--- src/rtl/lpi_pend_pkg.sv ---
package lpi_pend_pkg;

    localparam int unsigned PRIO_W     = 8;
    localparam logic [7:0]  PRIO_IDLE  = 8'hFF;
    localparam logic [7:0]  PRIO_FIELD = 8'hFC;

    typedef enum logic [2:0] {
        ST_IDLE,
        ST_PEND_RD,
        ST_PEND_WR,
        ST_CFG_RD,
        ST_RESCAN,
        ST_NOTIFY
    } hdl_state_e;

    // Effective priority of a configuration byte.
    function automatic logic [7:0] remap_prio(input logic [7:0] cfg, input logic direct);
        logic [7:0] raw;
        raw = cfg & PRIO_FIELD;
        return direct ? raw : ({1'b0, raw[7:1]} | 8'h80);
    endfunction

endpackage

--- src/rtl/lpi_req_filter.sv ---
module lpi_req_filter
    import lpi_pend_pkg::*;
#(
    parameter int unsigned ID_W       = 16,
    parameter int unsigned ADDR_W     = 32,
    parameter int unsigned IDB_W      = 5,
    parameter int unsigned MAX_IDBITS = 15,
    parameter int unsigned LPI_FIRST  = 8192
) (
    input  logic              lpi_en,
    input  logic [ADDR_W-1:0] prop_base,
    input  logic [ADDR_W-1:0] pend_base,
    input  logic [IDB_W-1:0]  idbits,
    input  logic [ID_W-1:0]   id,
    output logic              drop,
    output logic [ADDR_W-1:0] pend_addr,
    output logic [ADDR_W-1:0] cfg_addr,
    output logic [2:0]        bit_idx
);

    localparam int unsigned LIM_W = (1 << IDB_W) + 2;

    logic [IDB_W-1:0] eff_bits;
    logic [LIM_W-1:0] id_span;
    logic             too_high;
    logic             too_low;

    always_comb begin
        eff_bits = (idbits > IDB_W'(MAX_IDBITS)) ? IDB_W'(MAX_IDBITS) : idbits;
        id_span  = LIM_W'(1) << (LIM_W'(eff_bits) + LIM_W'(1));
        too_high = LIM_W'(id) >= id_span;
        too_low  = id < ID_W'(LPI_FIRST);
        drop     = !lpi_en || (prop_base == '0) || (pend_base == '0) || too_high || too_low;
        pend_addr = pend_base + ADDR_W'(id >> 3);
        cfg_addr  = prop_base + ADDR_W'(id - ID_W'(LPI_FIRST));
        bit_idx   = id[2:0];
    end

endmodule

--- src/rtl/lpi_prio_eval.sv ---
module lpi_prio_eval
    import lpi_pend_pkg::*;
#(
    parameter int unsigned ID_W = 16
) (
    input  logic [7:0]      cfg_byte,
    input  logic            direct,
    input  logic [ID_W-1:0] cand_id,
    input  logic [ID_W-1:0] best_id,
    input  logic [7:0]      best_prio,
    output logic [7:0]      cand_prio,
    output logic            better
);

    logic cand_on;

    always_comb begin
        cand_on   = cfg_byte[0];
        cand_prio = remap_prio(cfg_byte, direct);
        better    = cand_on &&
                    ((cand_prio < best_prio) ||
                     ((cand_prio == best_prio) && (cand_id <= best_id)));
    end

endmodule

--- src/rtl/lpi_best_track.sv ---
module lpi_best_track
    import lpi_pend_pkg::*;
#(
    parameter int unsigned ID_W = 16
) (
    input  logic            clk,
    input  logic            rst_n,
    input  logic            cand_load,
    input  logic [ID_W-1:0] cand_id,
    input  logic [7:0]      cand_prio,
    input  logic            scan_load,
    input  logic [ID_W-1:0] scan_id,
    input  logic [7:0]      scan_prio,
    output logic [ID_W-1:0] best_id,
    output logic [7:0]      best_prio
);

    always_ff @(posedge clk or negedge rst_n) begin
        if (!rst_n) begin
            best_id   <= '0;
            best_prio <= PRIO_IDLE;
        end else if (scan_load) begin
            best_id   <= scan_id;
            best_prio <= scan_prio;
        end else if (cand_load) begin
            best_id   <= cand_id;
            best_prio <= cand_prio;
        end
    end

    // without a rescan the best priority can only improve or hold
    a_r6_prio_monotone: assert property (@(posedge clk) disable iff (!rst_n)
        !scan_load |=> (best_prio <= $past(best_prio)));

    // rescan result and single compare never land together
    a_r7_load_excl: assert property (@(posedge clk) disable iff (!rst_n)
        !(cand_load && scan_load));

endmodule

--- src/rtl/lpi_pend_upd.sv ---
module lpi_pend_upd
    import lpi_pend_pkg::*;
#(
    parameter int unsigned ID_W       = 16,
    parameter int unsigned ADDR_W     = 32,
    parameter int unsigned IDB_W      = 5,
    parameter int unsigned MAX_IDBITS = 15,
    parameter int unsigned LPI_FIRST  = 8192
) (
    input  logic              clk,
    input  logic              rst_n,
    input  logic              lpi_en,
    input  logic              prio_direct,
    input  logic [ADDR_W-1:0] prop_base,
    input  logic [ADDR_W-1:0] pend_base,
    input  logic [IDB_W-1:0]  idbits,
    input  logic              req_valid,
    output logic              req_ready,
    input  logic [ID_W-1:0]   req_id,
    input  logic              req_level,
    output logic              mem_req,
    output logic              mem_we,
    output logic [ADDR_W-1:0] mem_addr,
    output logic [7:0]        mem_wdata,
    input  logic              mem_ack,
    input  logic [7:0]        mem_rdata,
    output logic [ID_W-1:0]   best_id,
    output logic [7:0]        best_prio,
    output logic              scan_req,
    input  logic              scan_done,
    input  logic [ID_W-1:0]   scan_id,
    input  logic [7:0]        scan_prio,
    output logic              cpu_update
);

    hdl_state_e state, state_nx;

    logic [ID_W-1:0]   id_q;
    logic              lvl_q;
    logic [ADDR_W-1:0] paddr_q;
    logic [ADDR_W-1:0] caddr_q;
    logic [2:0]        bit_q;
    logic [7:0]        rd_q;
    logic [7:0]        wr_q;
    logic [7:0]        merged;

    logic              f_drop;
    logic [ADDR_W-1:0] f_paddr;
    logic [ADDR_W-1:0] f_caddr;
    logic [2:0]        f_bit;

    logic [7:0]        cand_prio;
    logic              cand_better;
    logic              cand_load;
    logic              scan_load;
    logic              accept;
    logic              byte_same;

    lpi_req_filter #(
        .ID_W(ID_W), .ADDR_W(ADDR_W), .IDB_W(IDB_W),
        .MAX_IDBITS(MAX_IDBITS), .LPI_FIRST(LPI_FIRST)
    ) filt_i (
        .lpi_en    (lpi_en),
        .prop_base (prop_base),
        .pend_base (pend_base),
        .idbits    (idbits),
        .id        (req_id),
        .drop      (f_drop),
        .pend_addr (f_paddr),
        .cfg_addr  (f_caddr),
        .bit_idx   (f_bit)
    );

    lpi_prio_eval #(.ID_W(ID_W)) eval_i (
        .cfg_byte  (mem_rdata),
        .direct    (prio_direct),
        .cand_id   (id_q),
        .best_id   (best_id),
        .best_prio (best_prio),
        .cand_prio (cand_prio),
        .better    (cand_better)
    );

    lpi_best_track #(.ID_W(ID_W)) best_i (
        .clk       (clk),
        .rst_n     (rst_n),
        .cand_load (cand_load),
        .cand_id   (id_q),
        .cand_prio (cand_prio),
        .scan_load (scan_load),
        .scan_id   (scan_id),
        .scan_prio (scan_prio),
        .best_id   (best_id),
        .best_prio (best_prio)
    );

    always_comb begin
        accept    = req_valid && (state == ST_IDLE);
        byte_same = (mem_rdata[bit_q] == lvl_q);
        merged    = mem_rdata;
        merged[bit_q] = lvl_q;
        cand_load = (state == ST_CFG_RD) && mem_ack && cand_better;
        scan_load = (state == ST_RESCAN) && scan_done;
    end

    // State register
    always_ff @(posedge clk or negedge rst_n) begin
        if (!rst_n) begin
            state <= ST_IDLE;
        end else begin
            state <= state_nx;
        end
    end

    // Transitions
    always_comb begin
        state_nx = state;
        unique case (state)
            ST_IDLE: begin
                if (accept && !f_drop) state_nx = ST_PEND_RD;   // accept
            end
            ST_PEND_RD: begin
                if (mem_ack) state_nx = byte_same ? ST_NOTIFY : ST_PEND_WR;  // no-change / modify
            end
            ST_PEND_WR: begin
                if (mem_ack) begin
                    if (lvl_q)                 state_nx = ST_CFG_RD;   // set-done-write
                    else if (id_q == best_id)  state_nx = ST_RESCAN;   // clear-best
                    else                       state_nx = ST_NOTIFY;   // clear-other
                end
            end
            ST_CFG_RD: begin
                if (mem_ack) state_nx = ST_NOTIFY;                  // cfg-done
            end
            ST_RESCAN: begin
                if (scan_done) state_nx = ST_NOTIFY;                // scan-done
            end
            ST_NOTIFY: begin
                state_nx = ST_IDLE;                                 // notify
            end
            default: state_nx = ST_IDLE;
        endcase
    end

    // Outputs
    always_comb begin
        req_ready  = 1'b0;
        mem_req    = 1'b0;
        mem_we     = 1'b0;
        mem_addr   = paddr_q;
        mem_wdata  = wr_q;
        scan_req   = 1'b0;
        cpu_update = 1'b0;
        unique case (state)
            ST_IDLE:    req_ready = 1'b1;
            ST_PEND_RD: mem_req = 1'b1;
            ST_PEND_WR: begin
                mem_req = 1'b1;
                mem_we  = 1'b1;
            end
            ST_CFG_RD: begin
                mem_req  = 1'b1;
                mem_addr = caddr_q;
            end
            ST_RESCAN:  scan_req = 1'b1;
            ST_NOTIFY:  cpu_update = 1'b1;
            default:    req_ready = 1'b0;
        endcase
    end

    // Request and byte holding registers
    always_ff @(posedge clk or negedge rst_n) begin
        if (!rst_n) begin
            id_q    <= '0;
            lvl_q   <= 1'b0;
            paddr_q <= '0;
            caddr_q <= '0;
            bit_q   <= '0;
            rd_q    <= '0;
            wr_q    <= '0;
        end else begin
            if (accept && !f_drop) begin
                id_q    <= req_id;
                lvl_q   <= req_level;
                paddr_q <= f_paddr;
                caddr_q <= f_caddr;
                bit_q   <= f_bit;
            end
            if ((state == ST_PEND_RD) && mem_ack) begin
                rd_q <= mem_rdata;
                wr_q <= merged;
            end
        end
    end

    // a dropped request leaves the engine idle with no memory access
    a_r1_drop_idle: assert property (@(posedge clk) disable iff (!rst_n)
        (req_valid && req_ready && f_drop) |=> (req_ready && !mem_req));

    // an unchanged bit never leads to a write
    a_r3_skip_write: assert property (@(posedge clk) disable iff (!rst_n)
        ((state == ST_PEND_RD) && mem_ack && byte_same) |=> !mem_req);

    // write-back differs from the read byte in exactly the target bit
    a_r4_one_bit: assert property (@(posedge clk) disable iff (!rst_n)
        (mem_req && mem_we) |-> (($countones(mem_wdata ^ rd_q) == 1) && (mem_wdata[bit_q] == lvl_q)));

    // rescan only on a clear, held until done
    a_r7_scan_on_clear: assert property (@(posedge clk) disable iff (!rst_n)
        scan_req |-> !lvl_q);
    a_r7_scan_hold: assert property (@(posedge clk) disable iff (!rst_n)
        (scan_req && !scan_done) |=> scan_req);

    // single-cycle notify followed by ready
    a_r8_pulse: assert property (@(posedge clk) disable iff (!rst_n)
        cpu_update |=> (!cpu_update && req_ready));

    // memory request is held stable until acknowledged
    a_r9_mem_hold: assert property (@(posedge clk) disable iff (!rst_n)
        (mem_req && !mem_ack) |=> (mem_req && $stable(mem_we) && $stable(mem_addr)));

endmodule

--- config.mk ---
export PLATFORM = sky130hd
export DESIGN_NAME = lpi_pend_upd
export DESIGN_NICKNAME = d
export VERILOG_FILES = /design/src/rtl/lpi_pend_pkg.sv /design/src/rtl/lpi_req_filter.sv /design/src/rtl/lpi_prio_eval.sv /design/src/rtl/lpi_best_track.sv /design/src/rtl/lpi_pend_upd.sv
export SDC_FILE = /design/constraint.sdc
export NUM_CORES = 1
export LEC_CHECK = 0
export ABC_AREA = 0
export BUFFER_PORTS_ARGS = -buffer_cell sky130_fd_sc_hd__buf_2
export CAP_MARGIN = 25
export CORE_ASPECT_RATIO = 2
export CORE_MARGIN = 2
export CORE_UTILIZATION = 40
export CTS_BUF_LIST = sky130_fd_sc_hd__clkbuf_8
export DETAILED_ROUTE_END_ITERATION = 16
export GPL_TIMING_DRIVEN = 0
export RECOVER_POWER = 25
export SLEW_MARGIN = 20
export SYNTH_ARGS = -nofsm -noshare
export SYNTH_HDL_FRONTEND = slang
export SYNTH_HIERARCHICAL = 1
export SYNTH_SLANG_ARGS = --single-unit
--- constraint.sdc ---
create_clock -name clk -period 3.2 [get_ports clk]
set_input_delay 0.64 -clock clk [delete_from_list [all_inputs] [get_ports clk]]
set_output_delay 0.64 -clock clk [all_outputs]
set_load 0.05 [all_outputs]
# == Word-level counts from Yosys, hierarchy flattened ==
# Index checks and enable logic that the tools add are counted.
# op_classes
n_reduce_logical,22
n_mux,26
shifts,1
magnitude_cmp,7
addsub,4
n_eq_ne,13
# ops
cell,count
32-bit zero test,2
16-bit by 34-bit greater-or-equal comparator with 1-bit output,1
1-bit by 34-bit left shift with 34-bit output (first input constant),1
32-bit by 13-bit adder with 32-bit output,1
32-bit adder,1
16-bit 2-to-1 mux,2
32-bit 2-to-1 mux,1
8-bit 2-to-1 mux,3
3-bit 2-to-1 mux,7
16-bit by 14-bit subtractor with 17-bit output (second input constant),1
16-bit equality test,1
16-bit <= comparator,1
16-bit by 14-bit < comparator with 1-bit output (second input constant),1
3-bit one-hot mux with 5 select lines,1
1-bit logical AND,9
8-bit bitwise mux,1
8-bit equality test,1
8-bit < comparator,1
1-bit 2-to-1 mux,8
2-bit inequality test (second input constant),4
5-bit by 1-bit adder with 6-bit output (second input constant),1
3-bit by 2-bit equality test with 1-bit output (second input constant),2
3-bit equality test (second input constant),2
5-bit by 4-bit > comparator with 1-bit output (second input constant),1
14 further kinds,19
# totals
register_bits,119
inputBits,125
output_inout_bits,69
elab_cells,82

# == Depth between registers and ports, before layout ==
# Gate-level depths: netlist of run 1.
# depth
word_depth,11
mapped_depth,14
mapped_depth_nobuf,14

# == Hierarchy ==
# The synthesis of run 1 kept the hierarchy.
# modules_own_cells
module,cells_each,instances,area_per_inst_um2
lpi_pend_upd,331,1,4723.3
lpi_req_filter,468,1,3383.2
lpi_best_track,104,1,1137.3
lpi_prio_eval,91,1,671.9

# == Least setup slack after synthesis of run 1 ==
# OpenSTA, ideal clock, no wires.
# synth_timing
path_type,input port to flip-flop
startpoint,input req_id[15]
endpoint,register caddr_q[25]
path_stages,10
required_time_ps,3075
arrival_time_ps,3671
setup_slack_ps,-596
setup_ps,125
cell_sequence,nor3_1 ha_1 a211oi_1 nor2_1 a211oi_1 nor2_1 a211oi_2 o21a_1 o211ai_1 mux2_4
# synth_via
word_cells_on_any_way,8
classes_between,add/sub: 2; order compare: 2; reduce/logical: 4
# synth_rtl
element,line_no,source
start: declaration,lpi_pend_upd.sv:19,"input logic [ID_W-1:0] req_id,"
16-bit by 14-bit subtractor with 17-bit output,lpi_req_filter.sv:35,cfg_addr = prop_base + ADDR_W'(id - ID_W'(LPI_FIRST));
32-bit adder,lpi_req_filter.sv:35,
net f_caddr[25],lpi_pend_upd.sv:49,logic [ADDR_W-1:0] f_caddr;
end signal: assignment,lpi_pend_upd.sv:186,caddr_q <= f_caddr;
end: declaration,lpi_pend_upd.sv:41,logic [ADDR_W-1:0] caddr_q;
# The timed path passes the listed nets, and every way through them passes these cells.
# A chain may end at the register's enable or synchronous reset.

# == Worst setup path in the final report of run 1 ==
# layout_timing
startpoint,input idbits[4]
endpoint,register id_q[4]
# layout_via
elab_chain_cells,9
# layout_rtl
element,line_no,source
start: declaration,lpi_pend_upd.sv:16,"input logic [IDB_W-1:0] idbits,"
5-bit by 4-bit > comparator with 1-bit output,lpi_req_filter.sv:29,eff_bits = (idbits > IDB_W'(MAX_IDBITS)) ? IDB_W'(MAX_IDBITS) : idbits;
5-bit 2-to-1 mux (*),lpi_req_filter.sv:29,
5-bit by 1-bit adder with 6-bit output (*),lpi_req_filter.sv:30,id_span = LIM_W'(1) << (LIM_W'(eff_bits) + LIM_W'(1));
1-bit by 34-bit left shift with 34-bit output (*),lpi_req_filter.sv:30,
16-bit by 34-bit greater-or-equal comparator with 1-bit output (*),lpi_req_filter.sv:31,too_high = LIM_W'(id) >= id_span;
1-bit logical OR (*) (2 in series),lpi_req_filter.sv:33,drop = !lpi_en || (prop_base == '0) || (pend_base == '0) || too_high || too_low;
net f_drop,lpi_pend_upd.sv:47,logic f_drop;
1-bit zero test (*),lpi_pend_upd.sv:182,if (accept && !f_drop) begin
1-bit logical AND (*),lpi_pend_upd.sv:182,
end signal: assignment,lpi_pend_upd.sv:183,id_q <= req_id;
end: declaration,lpi_pend_upd.sv:38,logic [ID_W-1:0] id_q;
# The timed path passes the listed nets; every way through them passes the cells marked *.

==> results.md, run 1 <==
- Min Tclk post-route: 3.10 ns
- Pre-CTS WS: -0.838 ns
- Setup_tns: 0 ns
- Register bit count reported by yosys: 119
- DR vias: 8367
- Initial DRC Count: 298
- Crit-path slowest cell: a221o_1
- Maximum buffer depth of the clock tree: 2
- Yosys top cell by area: dfrtp_1
- Post-synth EDFFs: 0
- Clock sinks: 119
- CP Capture Point: id_q[4]
- Top post-synthesis cells by area: dfrtp_1, ha_1, mux2_4
- Antenna Nets Post-Route: 0
- Crit-path leading delay family: compound AO/OA/AOI/OAI gates
- R2r setup slk: 0.26 ns
- Initial Utilization: 0.406
- RSZ-0062 raised after global routing: yes
- CTS root buf: clkbuf_8
- Power Dens Cells: 846 mW/mm^2
- Final hold violations: 0
- Top cell type's share of synthesized area: 0.280
- Clock Latency Late Sink: 0.47 ns
- Status: finished with violations
- Die area: 0.0261 sq mm
- Count leader, synth: dfrtp_1
- Ys flop type: dfrtp_1
- Setup ws final: 0.102 ns
- CTS tree: yes
- Final Max Tran Viols: 47
- Final Skew: 0.0174 ns
- R2R cell count: 13
- Crit path largest cell delay: 0.35 ns
- Wire length per cell: 20.4 microns
- Mapped Avg Cell Area: 9.98 sq um
- Distinct cells, synth: 79
- CTS buffer count: 17
- Leakage: 5.63 nW
- First-pass GRT wire length: 47900 microns
- Worst R2R Start: best_i/best_id[11]
- Drt drc: 0
- GR Layer Usage met3: 0.0329
- Gr ovfl total: 0
- Mapped Nets: 1206
- Tot GR Track Use: 0.247
- Core footprint: 0.0244 sq mm
- Max VDD drop: 0.000908 V
- CP Launch Type: input pin
- Final core utilization: 0.487
- Synthesized netlist cell count: 994
- RD Place Congestion: 0.922
- CP Class: in2reg
- Setup Viol. Count Final: 0
- WP data arrival: 3.45 ns
- Failing checks: capacitance limit, slew limit
- Most used routing layer: met2
- Cell area after synthesis: 0.00992 sq mm
- Sequential fraction of the synthesis area: 0.301
- Cells along the critical path: buf_2 > nor3_4 > nand3_1 > ha_1 > a21o_1 > a21o_1 > a221o_1 > a31oi_2 > o31ai_2 > nand3b_1 > buf_4 > buf_6 > mux2_4
- Proportion of layout cells with a drive suffix above 1: 0.346
- GRT met2 Usage: 0.491
- Reg clk slew, reported paths: 0.08 ns
- Crit path top cell by count: a21o_1
- Critical path buffers and inverters: 3
- Chip width: 115 microns
- Post-DP HPWL: 26200 microns
- Hold Path Class: in2reg
- H-tree depth: 4
- Crit. Startpoint: idbits[4]
- Die H: 227 microns
- Worst EP required: 3.55 ns
- Fillers: 2398
- Largest net degree at the start of global routing: 75
- Fmax achieved: 323 MHz
- Reg2Reg Capture Point: best_i/best_id[5]
- Max cap viols: 1
- Async S/R FF share, synth: 1.00
- M1 GR Usage: 0.229
- Vias in the first global route: 8746
- Rows: 81
- CP endpoint kind: flop
- Final #Nets: 1424
- Via-to-Cell Ratio: 5.37
- DRT Pass-1 Iters: 4
- Worst-path fanout max: 10
- Final wirelength: 31800 microns
- YS warnings: 6
- Worst path depth: 13
- Tightest Pin Transition: 2.54 ns
- Top cells by count, synth: dfrtp_1, ha_1, nand2_1, a21oi_1, mux2_4
- Io pins: 194
- Layout area overhead: 20.0%
- IO Port Bufs: 192
- Initial antenna violation count: 1
- Period utilization: 0.968
- Slew headroom: -0.691
cell families (layout without fill, tap and decap cells):
kind of cell,count (synthesis),in the layout,share of synthesized area
AO/OA/AOI/OAI,206,206,0.143
XOR/XNOR,74,74,0.0654
adder cells (fa/ha/maj),87,87,0.111
buffers and inverters,93,324,0.0495
flip-flops,119,119,0.301
multiplexers,158,158,0.198
other,2,3,0.000757
AND/OR/NAND/NOR,255,255,0.131
worst min-delay path: cells and delay by family:
family	cells	cell delay (ns)
AND/OR/NAND/NOR	1	0.05
buffers and inverters	1	0.09
AO/OA/AOI/OAI	1	0.06
cells in the final DEF, fill, tap and decap left out, types with 5 or more instances in the layout:
cell,count
o21a_1,8
nor2b_1,14
inv_1,52
and4_1,5
xnor2_1,46
mux2_4,60
bufinv_16,5
nand3_1,23
nand2_1,73
dfrtp_1,111
nor2_1,51
mux2_2,59
o31a_1,5
buf_2,200
nor4_1,19
clkbuf_1,12
buf_4,14
xor2_1,28
nand4_1,18
ha_1,84
a21o_1,21
o211ai_1,6
and3_1,10
o21bai_1,8
clkbuf_8,18
mux2i_1,35
dfstp_2,8
o21ai_0,26
nand2b_1,7
o21ai_1,21
nor3_1,8
buf_6,10
a21oi_1,61
power breakdown:
group | internal, mW | switching, mW | leakage, nW
Sequential | 2.28 | 0.672 | 1.42
Combinational | 2.12 | 3.37 | 3.98
Clock | 0.954 | 0.677 | 0.235
Total | 5.35 | 4.72 | 5.63
worst min-delay path by stage:
stage               slack [ns]             endpoint  cells past startpoint    startpoint
global placement          0.48           paddr_q[9]                      1    paddr_q[9]
detailed placement        0.48          paddr_q[10]                      1   paddr_q[10]
CTS                       0.08          paddr_q[27]                      1         rst_n
global route              0.37  best_i/best_prio[1]                      3  scan_prio[1]
finish                    0.38  best_i/best_prio[3]                      3  scan_prio[3]
floorplan                 0.34    best_i/best_id[0]                      0         rst_n
sequential cells by signal, indices dropped and copies added (netlist names):
name              cells
best_i/best_prio      8
caddr_q              32
id_q                 16
mem_wdata             8
best_i/best_id       16
state                 3
lvl_q                 1
bit_q                 3
paddr_q              32
what timing repair did:
action                                  CTS  global route
gates resized for setup                   7            10
hold buffers                              0             0
endpoints found under the setup margin   85            96
pin swaps                                 2             3
setup buffers                             4             2
cloned                                    0             0
per-layer routing:
| layer | vias up | share of wire |
|---|---|---|
| met5 | - | 0 |
| met4 | 0 | 0.054 |
| met3 | 61 | 0.032 |
| met2 | 214 | 0.58 |
| met1 | 4042 | 0.33 |
| li1 | 4050 | - |
per-stage QoR:
stage                     power (mW)  cell area [sq um]  cells  hold slack [ns]
after floorplan                 6.96               9930    994            0.344
after global placement          8.37              11300   1518            0.477
after detailed placement        8.45              11300   1519            0.481
after CTS                       10.1              11900   1555           0.0798
after global routing            10.7              11900   1558            0.369
final                           10.1              11900   1558            0.377
cell type report:
| class | instances | area (sq um) | share of cell area |
|---|---|---|---|
| clock inverter | 14 | 219 | 0.0184 |
| inverter | 51 | 191 | 0.0161 |
| buffer | 42 | 303 | 0.0254 |
| antenna | 1 | 2.50 | 0.000210 |
| multi-input combinational | 782 | 6510 | 0.547 |
| timing repair buffer | 199 | 1020 | 0.0858 |
| sequential | 119 | 2990 | 0.251 |
| clock buffer | 18 | 248 | 0.0208 |
| tap | 332 | 415 | 0.0349 |
Note: power is estimated with default switching activity, not from simulation.
==> inputs of run 2 (changes only) <==
--- a/config.mk
+++ b/config.mk
@@ -14,6 +14,7 @@
 export CTS_BUF_LIST = sky130_fd_sc_hd__clkbuf_8
 export DETAILED_ROUTE_END_ITERATION = 16
 export GPL_TIMING_DRIVEN = 0
+export MAX_ROUTING_LAYER = met4
 export RECOVER_POWER = 25
 export SLEW_MARGIN = 20
 export SYNTH_ARGS = -nofsm -noshare
==> run 2 against run 1 <==
Effect of this change:
- the run still ends with capacitance limit, slew limit left
- hold slack worse by 0.0092 ns
- utilization up 0.27 points
- critical path depth unchanged
- total power up 0.39%
- combinational power about the same
- largest cell class unchanged
- largest power group unchanged
==> results.md, run 2 (synthesized netlist as in run 1, its figures left out) <==
- Status: finished with violations
- Failing checks: capacitance limit, slew limit
- Final wirelength: 32400 microns (+1.9%)
- Final Max Tran Viols: 50 (+6.4%)
- Pre-CTS WS: -0.716 ns (+0.122 ns)
- Most frequent cells in the layout: buf_2, dfrtp_1, ha_1
- Max VDD drop: 0.000746 V (-18%)
- Initial antenna violation count: 1 (unchanged)
- CP Class: in2reg
- Period utilization: 0.974 (+0.00601)
- CP endpoint kind: flop
- Reg clk slew, reported paths: 0.08 ns (about the same)
- First-pass GRT wire length: 48100 microns (+0.45%)
- WP data arrival: 3.47 ns (+0.02 ns)
- CP Launch Type: input pin
- Io pins: 194 (unchanged)
- Core footprint: 0.0244 sq mm (unchanged)
- Final hold violations: 0 (unchanged)
- R2R cell count: 13 (unchanged)
- Final core utilization: 0.490 (+0.00272)
- Top flop regs: caddr_q (32), paddr_q (32)
- Setup_tns: 0 ns (unchanged)
- Fmax achieved: 321 MHz (-0.62%)
- Maximum buffer depth of the clock tree: 2 (unchanged)
- Layout area overhead: 20.7%
- Largest net degree at the start of global routing: 71 (-5.3%)
- Die area: 0.0261 sq mm (unchanged)
- Clock Latency Late Sink: 0.47 ns (about the same)
- Cell total after placement: 1519 (unchanged)
- Cells along the critical path: buf_2 > nor3_4 > nand3_1 > ha_4 > a21o_1 > a21o_1 > a221o_1 > a31oi_2 > o31ai_2 > nand3b_1 > buf_2 > buf_6 > mux2_4
- Min Tclk post-route: 3.12 ns (+0.0192 ns)
- Worst R2R Start: best_i/best_id[15]
- Via-to-Cell Ratio: 5.37 (about the same)
- DR vias: 8386 (+0.23%)
- Non-Filler Instances: 1561 (+0.19%)
- Setup Viol. Count Final: 0 (unchanged)
- Critical path buffers and inverters: 3 (unchanged)
- Worst-path fanout max: 10 (unchanged)
- Chip width: 115 microns (unchanged)
- Vias in the first global route: 8748 (+0.023%)
- Setup ws final: 0.0826 ns (-0.0192 ns)
- H-tree depth: 4 (unchanged)
- Hold_sp: scan_prio[1]
- Crit-path leading delay family: compound AO/OA/AOI/OAI gates
- Proportion of layout cells with a drive suffix above 1: 0.348 (+0.00160)
- Reg2Reg Capture Point: best_i/best_id[11]
- Drt drc: 0 (unchanged)
- Leakage: 5.66 nW (+0.47%)
- Commonest non-fill, non-tap cell in the layout: buf_2
- Power Dens Cells: 845 mW/mm^2 (-0.16%)
- R2r setup slk: 0.33 ns (+0.07 ns)
- Hold path cells: 3 (unchanged)
- Hold Path Class: in2reg
- IO Port Bufs: 192 (unchanged)
- CTS root buf: clkbuf_8
- Wire length per cell: 20.7 microns (+1.7%)
- Rows: 81 (unchanged)
- Antenna Nets Post-Route: 0 (unchanged)
- Tightest Pin Transition: 2.86 ns (+0.319 ns)
- CTS tree: yes
- Post-DP HPWL: 26500 microns (+1.3%)
- Initial DRC Count: 326 (+9.4%)
- Min Hold Slack: 0.368 ns (-0.00915 ns)
- Die H: 227 microns (unchanged)
- Tot GR Track Use: 0.256 (+0.00888)
- DRT Pass-1 Iters: 4 (unchanged)
- Worst EP required: 3.56 ns (about the same)
- CTS buffer count: 17 (unchanged)
- Clock sinks: 119 (unchanged)
- Crit-path slowest cell: a221o_1
- Gr ovfl total: 0 (unchanged)
- RD Place Congestion: 0.932 (+1.2%)
- Worst Hold End: best_i/best_prio[1]
- Final Skew: 0.0162 ns (-0.00113 ns)
- Crit path largest cell delay: 0.35 ns (about the same)
- RSZ-0062 raised after global routing: yes
- Hold-fix buffers, CTS: 0 (unchanged)
- Max cap viols: 1 (unchanged)
- Slew headroom: -0.904 (-0.213)
- Initial Utilization: 0.406 (unchanged)
- Final #Nets: 1427 (+0.21%)
run 2: cell type report:
class	instances	area [sq um]
sequential	119	2990
clock buffer	18	248
fill	2357	12500
timing repair buffer	202	1060
tap	332	415
clock inverter	14	218
buffer	42	309
antenna	1	2.50
multi-input combinational	782	6540
inverter	51	191
run 2: worst max-delay path by stage:
stage	start	endpoint	slack [ns]	cells after the start
3_3_place_gp	req_id[15]	caddr_q[25]	-0.72	11
2_1_floorplan	idbits[3]	bit_q[0]	0.01	12
5_1_grt	idbits[4]	paddr_q[19]	-0.07	14
4_1_cts	state[1]	mem_addr[6]	0.0002	6
6_report	idbits[4]	caddr_q[20]	0.08	13
3_5_place_dp	req_id[15]	caddr_q[25]	-0.72	11
run 2: metal layers:
| layer | track usage | share of wire | up-vias |
|---|---|---|---|
| met5 | - | 0 | - |
| met4 | 0.180 | 0.078 | 0 |
| met3 | 0.0337 | 0.030 | 96 |
| met2 | 0.477 | 0.55 | 213 |
| met1 | 0.231 | 0.34 | 4028 |
| li1 | - | - | 4049 |
run 2: power by group:
group / switching [mW] / leakage (nW) / internal [mW] / total (mW)
logic: 3.38 / 4.01 / 2.13 / 5.51
registers: 0.672 / 1.42 / 2.27 / 2.95
clock network: 0.693 / 0.232 / 0.954 / 1.65
total: 4.75 / 5.66 / 5.36 / 10.1
run 2: through the flow:
step | cell area, sq um | power [mW]
2_1_floorplan | 9930 | 6.96
3_3_place_gp | 11300 | 8.38
3_5_place_dp | 11300 | 8.45
4_1_cts | 11900 | 10.2
5_1_grt | 12000 | 10.7
6_report | 12000 | 10.1
run 2: what timing repair did:
item / 4_1_cts / 5_1_grt
resized for setup: 6 / 15
buffers inserted: 3 / 5
endpoints found under the setup margin: 78 / 88
pin swaps: 2 / 3
cloned: 0 / 1
run 2: tightest hold or removal path, delay by kind of cell:
kind | cells | cell delay [ns]
buffers and inverters | 1 | 0.09
AO/OA/AOI/OAI | 1 | 0.06
AND/OR/NAND/NOR | 1 | 0.05
